==> src/rtl/nib_pkg.sv <==
package nib_pkg;

  localparam int WORD_W  = 32;
  localparam int CNT_W   = 4;
  localparam int BASEF_W = 4;
  localparam int NIBS    = WORD_W / 4;

  typedef struct packed {
    logic [WORD_W-1:0]  word;
    logic [CNT_W-1:0]   count;
    logic [BASEF_W-1:0] base;
    logic               pen;
    logic               ord;
    logic               lead;
  } nib_cmd_t;

  // Nibble shown at position idx; positions past the word send zero.
  function automatic logic [3:0] nib_pick(input logic [WORD_W-1:0] word,
                                          input logic [CNT_W-1:0]  idx,
                                          input logic              ord,
                                          input logic              lead);
    logic [2:0] phys;
    phys = {idx[2:1], idx[0] ^ ord};
    if (lead || idx[3])
      return 4'h0;
    return word[phys*4 +: 4];
  endfunction

  // One accumulator step: carry in bit 32, new phase below it.
  function automatic logic [32:0] nco_step(input logic [31:0] acc,
                                           input logic [31:0] freq);
    return {1'b0, acc} + {1'b0, freq};
  endfunction

endpackage

==> src/rtl/nib_rate.sv <==
module nib_rate (
  input  logic        clk,
  input  logic        rst_n,
  input  logic        restart,
  input  logic        reload,
  input  logic        run,
  input  logic [31:0] freq_in,
  output logic        tick
);
  import nib_pkg::*;

  logic [31:0] acc;
  logic [31:0] freq_act;
  logic [32:0] step;

  assign step = nco_step(acc, freq_act);
  assign tick = run & step[32];

  always_ff @(posedge clk or negedge rst_n) begin
    if (!rst_n) begin
      acc      <= '0;
      freq_act <= '0;
    end else if (restart) begin
      acc      <= '0;
      freq_act <= freq_in;
    end else if (run) begin
      acc <= step[31:0];
      if (reload)
        freq_act <= freq_in;
    end
  end
endmodule

==> src/rtl/nib_seq.sv <==
module nib_seq (
  input  logic               clk,
  input  logic               rst_n,
  input  logic               cmd_valid,
  input  nib_pkg::nib_cmd_t  cmd_in,
  input  logic               tick,
  output logic               cmd_ready,
  output logic               active,
  output nib_pkg::nib_cmd_t  cur,
  output logic [3:0]         idx,
  output logic               start_idle,
  output logic               chain,
  output logic               last_nib
);
  import nib_pkg::*;

  nib_cmd_t held;
  logic     held_v;
  logic     accept;

  assign cmd_ready  = ~held_v;
  assign accept     = cmd_valid & cmd_ready;
  assign start_idle = accept & ~active;
  assign last_nib   = active & tick & (idx == cur.count - 4'd1);
  assign chain      = last_nib & (held_v | cmd_valid);

  always_ff @(posedge clk or negedge rst_n) begin
    if (!rst_n) begin
      active <= 1'b0;
      cur    <= '0;
      idx    <= '0;
      held   <= '0;
      held_v <= 1'b0;
    end else if (start_idle) begin
      active <= 1'b1;
      cur    <= cmd_in;
      idx    <= '0;
    end else if (active) begin
      if (last_nib) begin
        idx <= '0;
        if (held_v) begin
          cur    <= held;
          held_v <= 1'b0;
        end else if (cmd_valid) begin
          cur <= cmd_in;
        end else begin
          active <= 1'b0;
        end
      end else begin
        if (tick)
          idx <= idx + 4'd1;
        if (accept) begin
          held   <= cmd_in;
          held_v <= 1'b1;
        end
      end
    end
  end
endmodule

==> src/rtl/nib_pinmux.sv <==
module nib_pinmux #(
  parameter int GROUPS = 4,
  parameter int BASE_W = 2
) (
  input  logic                active,
  input  logic [BASE_W-1:0]   base,
  input  logic                pen,
  input  logic [3:0]          nib,
  output logic [4*GROUPS-1:0] pin_out,
  output logic [4*GROUPS-1:0] pin_oe
);
  for (genvar g = 0; g < GROUPS; g++) begin : g_grp
    logic sel;
    assign sel = active && (base == BASE_W'(g));
    assign pin_out[4*g +: 4] = sel ? nib : 4'h0;
    assign pin_oe[4*g +: 4]  = (sel && pen) ? 4'hF : 4'h0;
  end
endmodule

==> src/rtl/nib_stream.sv <==
module nib_stream #(
  parameter int GROUPS = 4,
  localparam int BASE_W = (GROUPS > 1) ? $clog2(GROUPS) : 1,
  localparam int PINS   = 4 * GROUPS
) (
  input  logic              clk,
  input  logic              rst_n,
  input  logic              freq_wr,
  input  logic [31:0]       freq_val,
  input  logic              cmd_valid,
  output logic              cmd_ready,
  input  logic [31:0]       cmd_word,
  input  logic [3:0]        cmd_count,
  input  logic [BASE_W-1:0] cmd_base,
  input  logic              cmd_pen,
  input  logic              cmd_order,
  input  logic              cmd_lead,
  output logic [PINS-1:0]   pin_out,
  output logic [PINS-1:0]   pin_oe,
  output logic              done
);
  import nib_pkg::*;

  logic [31:0] freq_reg;
  nib_cmd_t    cmd_in;
  nib_cmd_t    cur;
  logic [3:0]  idx;
  logic        active, tick, start_idle, chain, last_nib;
  logic [3:0]  nib;

  always_ff @(posedge clk or negedge rst_n) begin
    if (!rst_n)
      freq_reg <= '0;
    else if (freq_wr)
      freq_reg <= freq_val;
  end

  always_comb begin
    cmd_in       = '0;
    cmd_in.word  = cmd_word;
    cmd_in.count = cmd_count;
    cmd_in.base  = BASEF_W'(cmd_base);
    cmd_in.pen   = cmd_pen;
    cmd_in.ord   = cmd_order;
    cmd_in.lead  = cmd_lead;
  end

  nib_seq u_seq (
    .clk(clk), .rst_n(rst_n), .cmd_valid(cmd_valid), .cmd_in(cmd_in),
    .tick(tick), .cmd_ready(cmd_ready), .active(active), .cur(cur),
    .idx(idx), .start_idle(start_idle), .chain(chain), .last_nib(last_nib)
  );

  nib_rate u_rate (
    .clk(clk), .rst_n(rst_n), .restart(start_idle), .reload(chain),
    .run(active), .freq_in(freq_reg), .tick(tick)
  );

  assign nib = nib_pick(cur.word, idx, cur.ord, cur.lead);

  nib_pinmux #(.GROUPS(GROUPS), .BASE_W(BASE_W)) u_mux (
    .active(active), .base(cur.base[BASE_W-1:0]), .pen(cur.pen),
    .nib(nib), .pin_out(pin_out), .pin_oe(pin_oe)
  );

  assign done = ~active;
endmodule

==> config.mk <==
export PLATFORM = sky130hd
export DESIGN_NAME = nib_stream
export DESIGN_NICKNAME = d
export VERILOG_FILES = /design/src/rtl/nib_pkg.sv /design/src/rtl/nib_rate.sv /design/src/rtl/nib_seq.sv /design/src/rtl/nib_pinmux.sv /design/src/rtl/nib_stream.sv
export SDC_FILE = /design/constraint.sdc
export NUM_CORES = 1
export LEC_CHECK = 0
export ABC_AREA = 1
export CORE_MARGIN = 2
export CORE_UTILIZATION = 40
export CTS_BUF_LIST = sky130_fd_sc_hd__clkbuf_8
export CTS_CLUSTER_DIAMETER = 100
export DETAILED_ROUTE_END_ITERATION = 8
export PLACE_DENSITY_LB_ADDON = 0.1
export SLEW_MARGIN = 20
export SYNTH_ARGS = -nofsm -noshare
export SYNTH_HDL_FRONTEND = slang
export SYNTH_SLANG_ARGS = --single-unit
==> constraint.sdc <==
create_clock -name clk -period 2.2 [get_ports clk]
set_input_delay 0.44 -clock clk [delete_from_list [all_inputs] [get_ports clk]]
set_output_delay 0.44 -clock clk [all_outputs]
set_load 0.1 [all_outputs]
# ---- After elaboration in Yosys (flattened, before gate mapping)
# Index checks and enable logic that the tools add are counted.
dict set report totals {
  ramBits 0
  mem_count 0
  inputBits 77
  elab_cells 91
  latch_bits 0
  mem_bits_ro 0
  out_inout_bits 34
  reg_bits 184
}
dict set report classes {
  n_lt_le_gt_ge 0
  n_addsub 3
  n_div 0
  bitwise 12
  n_mul 0
  eq_ne 4
  reduce_logical 21
  shift 1
  n_mux 32
}
# cell n
set op_table {}
lappend op_table {{$mux 43} 5}
lappend op_table {{$mux 32} 5}
lappend op_table {{$mux 4} 14}
lappend op_table {{$add 32x32->33} 1}
lappend op_table {{$shiftx 32x6->4} 1}
lappend op_table {{$logic_and 1x1->1} 8}
lappend op_table {{$mux 1} 8}
lappend op_table {{$reduce_bool 2->1} 4}
lappend op_table {{$and 1x1->1} 6}
lappend op_table {{$reduce_and 3->1} 2}
lappend op_table {{$reduce_bool 3->1} 2}
lappend op_table {{$add 4x1->4 const B} 1}
lappend op_table {{$eq 2x2->1 const B} 2}
lappend op_table {{$eq 4x4->1} 1}
lappend op_table {{$not 1->1} 4}
lappend op_table {{$reduce_and 2->1} 2}
lappend op_table {{$reduce_and 4->1} 1}
lappend op_table {{$sub 4x1->4 const B} 1}
lappend op_table {{$eq 2x1->1 const B} 1}
lappend op_table {{$logic_not 2->1} 1}
lappend op_table {{$logic_or 1x1->1} 1}
lappend op_table {{$or 1x1->1} 1}
lappend op_table {{$xor 1x1->1} 1}

# ---- Longest topological paths before layout
# Gate-level depths: netlist of run 1.
dict set report logic_depth {
  ltp_word 8
  mapped_depth 18
  depth_no_buf 17
}

# ---- Cells and area by module
# From an unflattened synthesis of run 1, not the netlist that was laid out.
dict set report hier_totals {
  cells_unflattened 1450
  area_unflattened_um2 10999.3
}
# module area_each_um2 instances seq_area_each_um2 cells_each
set by_module_without_submodules {}
lappend by_module_without_submodules {nib_rate 4812.1 1 1601.5 705}
lappend by_module_without_submodules {nib_seq 4319.1 1 2302.2 530}
lappend by_module_without_submodules {nib_stream 1654.1 1 800.8 171}
lappend by_module_without_submodules {nib_pinmux 214.0 1 0.0 44}

# ---- Least setup slack after synthesis of run 1
# No wires, ideal clock.
dict set report synth_path {
  kind {flip-flop to output port}
  startpoint {reg u_seq.active}
  endpoint {out pin_oe[1]}
  t_required_ns 1.760
  path_buffers 3
  slack_ns -1.067
  path_stages_with_launch 6
  t_arrival_ns 2.827
  cell_sequence {dfrtp_1 buf_2 buf_1 nand3_1 nor2_1 buf_4}
}
dict set report synth_via {
  elab_chain_cells 3
}
# item line_no
set synth_lines {}
lappend synth_lines {{start, declared} nib_seq.sv:8} ;# output logic active,
lappend synth_lines {{start signal, assigned} nib_seq.sv:29} ;# active <= 1'b0;
lappend synth_lines {{start signal, assigned} nib_seq.sv:35} ;# active <= 1'b1;
lappend synth_lines {{start signal, assigned} nib_seq.sv:47} ;# active <= 1'b0;
lappend synth_lines {{$logic_and 1x1->1} nib_pinmux.sv:14} ;# assign sel = active && (base == BASE_W'(g));
lappend synth_lines {{$logic_and 1x1->1} nib_pinmux.sv:16} ;# assign pin_oe[4*g +: 4] = (sel && pen) ? 4'hF : 4'h0;
lappend synth_lines {{$mux 4} nib_pinmux.sv:16}
lappend synth_lines {{end, declared} nib_stream.sv:19} ;# output logic [PINS-1:0] pin_oe,
# Every way passes these cells.

# ---- Worst setup path after layout of run 1
dict set report layout_path {
  startpoint {reg u_seq.idx[0]}
  endpoint {out pin_out[10]}
}
dict set report layout_via {
  elab_chain_cells 4
}
# item line_no
set layout_lines {}
lappend layout_lines {{start, declared} nib_seq.sv:10} ;# output logic [3:0] idx,
lappend layout_lines {{start signal, assigned} nib_seq.sv:51} ;# idx <= idx + 4'd1;
lappend layout_lines {{$xor 1x1->1} nib_pkg.sv:23} ;# phys = {idx[2:1], idx[0] ^ ord};
lappend layout_lines {{$shiftx 32x6->4} nib_pkg.sv:26} ;# return word[phys*4 +: 4];
lappend layout_lines {{$mux 4} nib_pkg.sv:26}
lappend layout_lines {{$mux 4} nib_pinmux.sv:15} ;# assign pin_out[4*g +: 4] = sel ? nib : 4'h0;
lappend layout_lines {{end, declared} nib_stream.sv:18} ;# output logic [PINS-1:0] pin_out,
# Every way passes these cells.

==> results of run 1 <==
[layout make-up]
| class | count | area share, % |
|---|---|---|
| inverters | 113 | 2.75 |
| clock inverters | 15 | 0.973 |
| flip-flops and latches | 184 | 28.9 |
| repair buffers | 271 | 22.6 |
| multi-input cells | 958 | 40.6 |
| well taps | 335 | 2.63 |
| clock buffers | 17 | 1.47 |
[cell families (layout without fill, tap and decap cells)]
logic type	Yosys count	in the layout	share of synthesized area [%]
AO/OA/AOI/OAI	207	207	11.9
XOR/XNOR	8	8	0.659
adder cells (fa/ha/maj)	35	35	4.19
buffers and inverters	188	416	8.69
flip-flops	184	184	43.3
multiplexers	32	32	3.39
AND/OR/NAND/NOR	675	676	27.9
[power by group]
| part | total (mW) | switching [mW] | internal [mW] |
|---|---|---|---|
| Combinational | 1.20 | 0.644 | 0.555 |
| Clock | 2.37 | 1.51 | 0.854 |
| Sequential | 3.71 | 0.142 | 3.56 |
| Total | 7.27 | 2.30 | 4.97 |
[stage by stage]
stage	total power [mW]	cell area [um2]	hold slack (ps)	instances	TNS (ps)
6_report	7.27	15900	465	1893	-30440
4_1_cts	7.28	15600	477	1902	-29130
3_3_place_gp	4.85	13000	447	1787	-3780
2_1_floorplan	4.35	10900	144	1329	-3010
3_5_place_dp	4.86	13000	439	1787	-14600
5_1_grt	7.62	15900	484	1893	-45860
[routing by layer]
metal / up-vias / GRT usage (%)
met5: - / 0
met4: 0 / 5.47
met3: 47 / 3.92
met2: 202 / 41.8
met1: 4792 / 31.0
li1: 4812 / -
[cell usage after synthesis, types with 3 or more instances]
cell | number | area share [%]
a21oi_1 | 46 | 2.2
clkbuf_1 | 27 | 0.95
buf_4 | 13 | 0.92
nand3b_1 | 3 | 0.21
o21bai_1 | 5 | 0.35
o221ai_1 | 7 | 0.58
dfrtp_1 | 184 | 43
nand2_2 | 44 | 2.6
buf_2 | 9 | 0.42
nor3_1 | 5 | 0.24
nand4_1 | 5 | 0.29
o21ai_2 | 38 | 3.1
a21o_1 | 4 | 0.28
nand3_1 | 181 | 8.5
ha_1 | 34 | 4.0
o21ai_0 | 92 | 4.3
nand2_4 | 3 | 0.32
inv_1 | 110 | 3.9
xor2_1 | 6 | 0.49
buf_1 | 10 | 0.35
mux2_2 | 32 | 3.4
buf_6 | 10 | 1.1
nand2_1 | 325 | 11
buf_12 | 5 | 0.94
o21ai_1 | 3 | 0.14
o31ai_1 | 3 | 0.21
nor2_1 | 101 | 3.6
[worst max-delay path: stages, from the launching register on]
cell and delay [ps]:
dfrtp_1 430, inv_2 80, nand2_2 60, nand2_4 120, buf_6 150, nor2_4 40, o221ai_2 210, o211ai_1 120
buf_4 190, nor2_4 130, buf_12 180
[path summary, 6_finish.rpt]
| kind | startpoint | end | slack (ps) | cells past startpoint |
|---|---|---|---|---|
| min in group clk | cmd_word[17] | u_seq.held[28] | 490 | 3 |
| worst max register to register | u_rate.freq_act[0] | u_rate.freq_act[0] | -310 | 19 |
| worst max-delay path | u_seq.idx[0] | pin_out[10] | -430 | 10 |
| max in group asynchronous | rst_n | u_seq.held_v | 1070 | 3 |
| worst min-delay path | rst_n | freq_reg[14] | 460 | 2 |
| worst min register to register | u_rate.acc[10] | u_rate.acc[10] | 490 | 2 |
[timing repair]
action / CTS / global route
hold endpoints to repair: 49 / 0
gates resized for setup: 195 / 146
pin swaps: 82 / 87
gates cloned: 32 / 0
buffers inserted: 50 / 13
setup endpoints to repair: 146 / 167
hold buffers: 1 / 0
[cell usage in the layout (no fill, tap or decap), drive strengths merged, types with 34 or more instances in the layout]
cell / synthesis / routed
o21ai: 133 / 133
clkdlybuf4s50: 0 / 75
nand3: 182 / 182
inv: 112 / 119
nand2: 372 / 373
buf: 47 / 194
a21oi: 47 / 47
dfrtp: 184 / 184
nor2: 102 / 102
ha: 34 / 34
==> impl_metrics.toml, run 1 <==
[timing]
setup_viol = 131
finClkSkew_ps = 20.4
worst_pin_slew_ps = 801
hold_viol = 0
fmax_mhz = 381
relSlewSlack_pct = 46.6
fin_crit_sh_pct = 119
worst_slack_ps = -426
rsz0062_at_grt = "yes"
final-max-slew-violation-count = 0
period_minus_slack_ps = 2630

[outcome]
status = "finished with violations"
violations = "negative setup slack"

[clock_tree]
cts_tree = "yes"
cts_buffer_depth = 2
cts.sinks = 184
cts-buffers-inserted = 17
htreeDepth = 4
cts-root-buf = "clkbuf_8"
clk_pin_slew_ps = 110
clk_latency_ps = 490

[setup_path]
cp.arrival_ps = 2190
critical_path_class = "reg -> out"
cp_data_required_time_ps = 1760
crit_fanout = 7
cp-end-kind = "primary output"
worstSetupStartpointType = "flop"

[worst_hold_path]
min_path_type = "in -> async"

[synthesis]
synthesis.area_mm2 = 0.0106
syn_nets = 1441
synth_cell_types = 45
synthCells = 1329
synth-edff-count = 0
synthFlopType = "dfrtp_1"
yosysSeqAreaShare_pct = 43.3
syn_area_per_cell_um2 = 8.00
synth_warnings = 0
ys_ff_latch = 184
synth-async-reset-ratio_pct = 100

[final_layout]
multiInputGateArea_mm2 = 0.00648
synthToLayoutAreaGrowth_pct = 50.0
top_regs = "u_seq.cur (41), u_seq.held (41)"
fill_cells = 2247
diodes = 0
drive_gt1_share_pct = 37.2
seqCellArea_mm2 = 0.00461
post-route-util_pct = 61.2
fin_nets = 1657

[grt]
antenna_found_initial = 0
grt_pass1_wl_um = 53200
overflow = 0
grt_max_degree = 54
grt_pass1_vias = 10200
grtUsageTotal_pct = 23.9

[routing]
routed_wl_um = 32800
drtPass1Iterations = 7
vias_per_cell = 5.20
wl_met2_um = 16700
drc = 0
ant_nets = 0
top_layer = "met4"
wl_met1_um = 14300
wl_per_cell_um = 17.3
via_count = 9853
wl_met3_um = 1180
drtIter0Drc = 617

[floorplan]
top_level_ports = 111
die-width_um = 167
core_area_mm2 = 0.0261
start_util_pct = 40.8
die_area_mm2 = 0.0279
rows = 59
die_h_um = 167

[place]
io_buffers = 110
preCtsSetupSlack_ps = -182
place_hpwl_um = 20300
gp_congestion = 0.903

[job]
maxCapViolCount = 0

[power]
power_density_mw_per_mm2 = 456
vdd_drop_max_uv = 305
p_leak_nw = 7.35
No activity file was read; power rests on OpenSTA's default activity.
==> run 2, diff against run 1 <==
==> constraint.sdc (replaced) <==
create_clock -name clk -period 2.2 [get_ports clk]
set_input_delay 0.33 -clock clk [delete_from_list [all_inputs] [get_ports clk]]
set_output_delay 0.33 -clock clk [all_outputs]
set_load 0.1 [all_outputs]
==> run 2 against run 1 <==
  * The flow still finishes with violations (negative setup slack)
  * Clock power hardly changed
  * Utilization is 1.0 points higher
  * Total power up 1.2%
  * Clock-buffer cell count rose by 1
  * Flip-flop and latch count did not move
  * Critical path depth stayed put
  * Cell count rose by 1.0%
  * Critical path type unchanged
  * Largest cell class unchanged
==> impl_metrics.toml, run 2 (synthesis results as in run 1) <==
[place]
io_buffers = 110
place_hpwl_um = 20100
placedInstanceArea_mm2 = 0.0130
gp_congestion = 0.886
dp_cells = 1796

[final_layout]
fin_nets = 1676
top_regs = "u_seq.cur (41), u_seq.held (41)"
diodes = 0
drive_gt1_share_pct = 39.0
synthToLayoutAreaGrowth_pct = 52.6
fill_cells = 2170
final_area_mm2 = 0.0162
stdcell_count = 1912
final_common_cell = "nand2_1"
seqCellArea_mm2 = 0.00461
final_cell_mix = "298 x nand2_1, 181 x dfrtp_1, 126 x nand3_2"
multiInputGateArea_mm2 = 0.00657

[setup_path]
critical_path_class = "reg -> out"
cp_data_required_time_ps = 1870
cp.arrival_ps = 2250
crit_fanout = 8
worstSetupStartpointType = "flop"
timing.rr.start = "u_rate.freq_act[0]"
cp-end-kind = "primary output"
startpoint = "u_seq.idx[0]"

[outcome]
violations = "negative setup slack"
status = "finished with violations"

[routing]
via_count = 10100
drtPass1Iterations = 6
drtIter0Drc = 660
ant_nets = 0
wl_per_cell_um = 18.2
routed_wl_um = 34900
drc = 0
vias_per_cell = 5.30

[floorplan]
core_area_mm2 = 0.0261
start_util_pct = 40.8
die_h_um = 167
rows = 59
top_level_ports = 111
die-width_um = 167
die_area_mm2 = 0.0279

[grt]
grt_max_degree = 75
met1_usage_pct = 30.1
grt_pass1_vias = 10200
met2_usage_pct = 43.0
grt_busiest_layer = "met2"
overflow = 0
grt_pass1_wl_um = 54500
grtUsageMet3_pct = 5.28
antenna_found_initial = 0
grtUsageTotal_pct = 24.9

[timing]
fmax_mhz = 387
relSlewSlack_pct = 48.1
worst_slack_ps = -381
period_minus_slack_ps = 2580
final-max-slew-violation-count = 0
fin_crit_sh_pct = 117
tns_ps = -39610
finClkSkew_ps = 19.0
hold_viol = 0
worst_pin_slew_ps = 775
rsz0062_at_grt = "yes"
setup_viol = 141

[clock_tree]
cts_tree = "yes"
htreeDepth = 4
clk_latency_ps = 490
clk_pin_slew_ps = 120
cts.sinks = 184
cts-root-buf = "clkbuf_8"
cts_buffer_depth = 2
cts-buffers-inserted = 17

[power]
p_leak_nw = 7.55
power_density_mw_per_mm2 = 454
vdd_drop_max_uv = 363

[job]
maxCapViolCount = 0

[worst_hold_path]
min_path_type = "in -> async"
==> run 2: cell count changes in the layout (fill, tap and decap cells not counted), moves of 7 or more <==
cell,before,now
nand3_2,105,126
nand2_2,40,32
nand3_4,13,1
ha_4,7,14
buf_4,82,93
nand3_1,64,55
a21oi_2,9,16
buf_6,19,26
==> run 2: per-stage QoR <==
| step | utilization [%] | total power [mW] | worst slack, ps | hold WS, ps |
|---|---|---|---|---|
| 6_report | 62.2 | 7.36 | -381 | 293 |
| 5_1_grt | 62.2 | 7.67 | -484 | 300 |
| 4_1_cts | 61.0 | 7.37 | -340 | 285 |
| 3_5_place_dp | 50.0 | 4.89 | -138 | 264 |
| 3_3_place_gp | 50.0 | 4.87 | -70.2 | 265 |
| 2_1_floorplan | - | 4.34 | -82.5 | 34.4 |
==> run 2: report_power, final <==
group          internal [mW]  switching (mW)
Combinational          0.594           0.663
Clock                  0.889            1.50
Sequential              3.56           0.146
Total                   5.05            2.31
==> run 2: layout make-up <==
| cell class | count | area share [%] |
|---|---|---|
| clock buffers | 18 | 1.53 |
| multi-input cells | 958 | 40.5 |
| flip-flops and latches | 184 | 28.4 |
| inverters | 113 | 2.70 |
| repair inverters | 1 | 0.0540 |
| clock inverters | 14 | 0.949 |
| well taps | 335 | 2.58 |
| repair buffers | 289 | 23.2 |
==> run 2: worst max-delay path: stages (launching register included) <==
cell      delay [ps]
dfrtp_2          460
inv_2             80
nand2_2           90
nand2_8          140
buf_12           150
nor2_1            60
o221ai_2         220
nand3_1          130
buf_6            170
nor2_4           100
buf_12           180
==> run 2: layer usage <==
| metal | wire length [um] | part of all wire (%) | vias to the layer above |
|---|---|---|---|
| met5 | 0 | 0 | - |
| met4 | 1330 | 3.8 | 0 |
| met3 | 1480 | 4.2 | 88 |
| met2 | 17500 | 50 | 264 |
| met1 | 14600 | 42 | 4930 |
| li1 | - | - | 4853 |
==> run 2: repair_timing <==
action / 4_1_cts / 5_1_grt
pin swaps: 90 / 80
resized for setup: 227 / 146
hold buffers: 1 / 0
hold endpoints to repair: 32 / 0
setup endpoints to repair: 145 / 162
buffers inserted: 59 / 10
gates cloned: 33 / 2
==> run 2: worst paths after layout <==
check / slack, ps / to / cells after the start
max: -380 / pin_out[13] / 10
min: 290 / freq_reg[15] / 2
max reg2reg: -360 / u_seq.cur[14] / 20
min reg2reg: 490 / u_rate.acc[16] / 2
max in group asynchronous: 1170 / u_rate.freq_act[29] / 3
min in group clk: 390 / u_seq.held[32] / 3
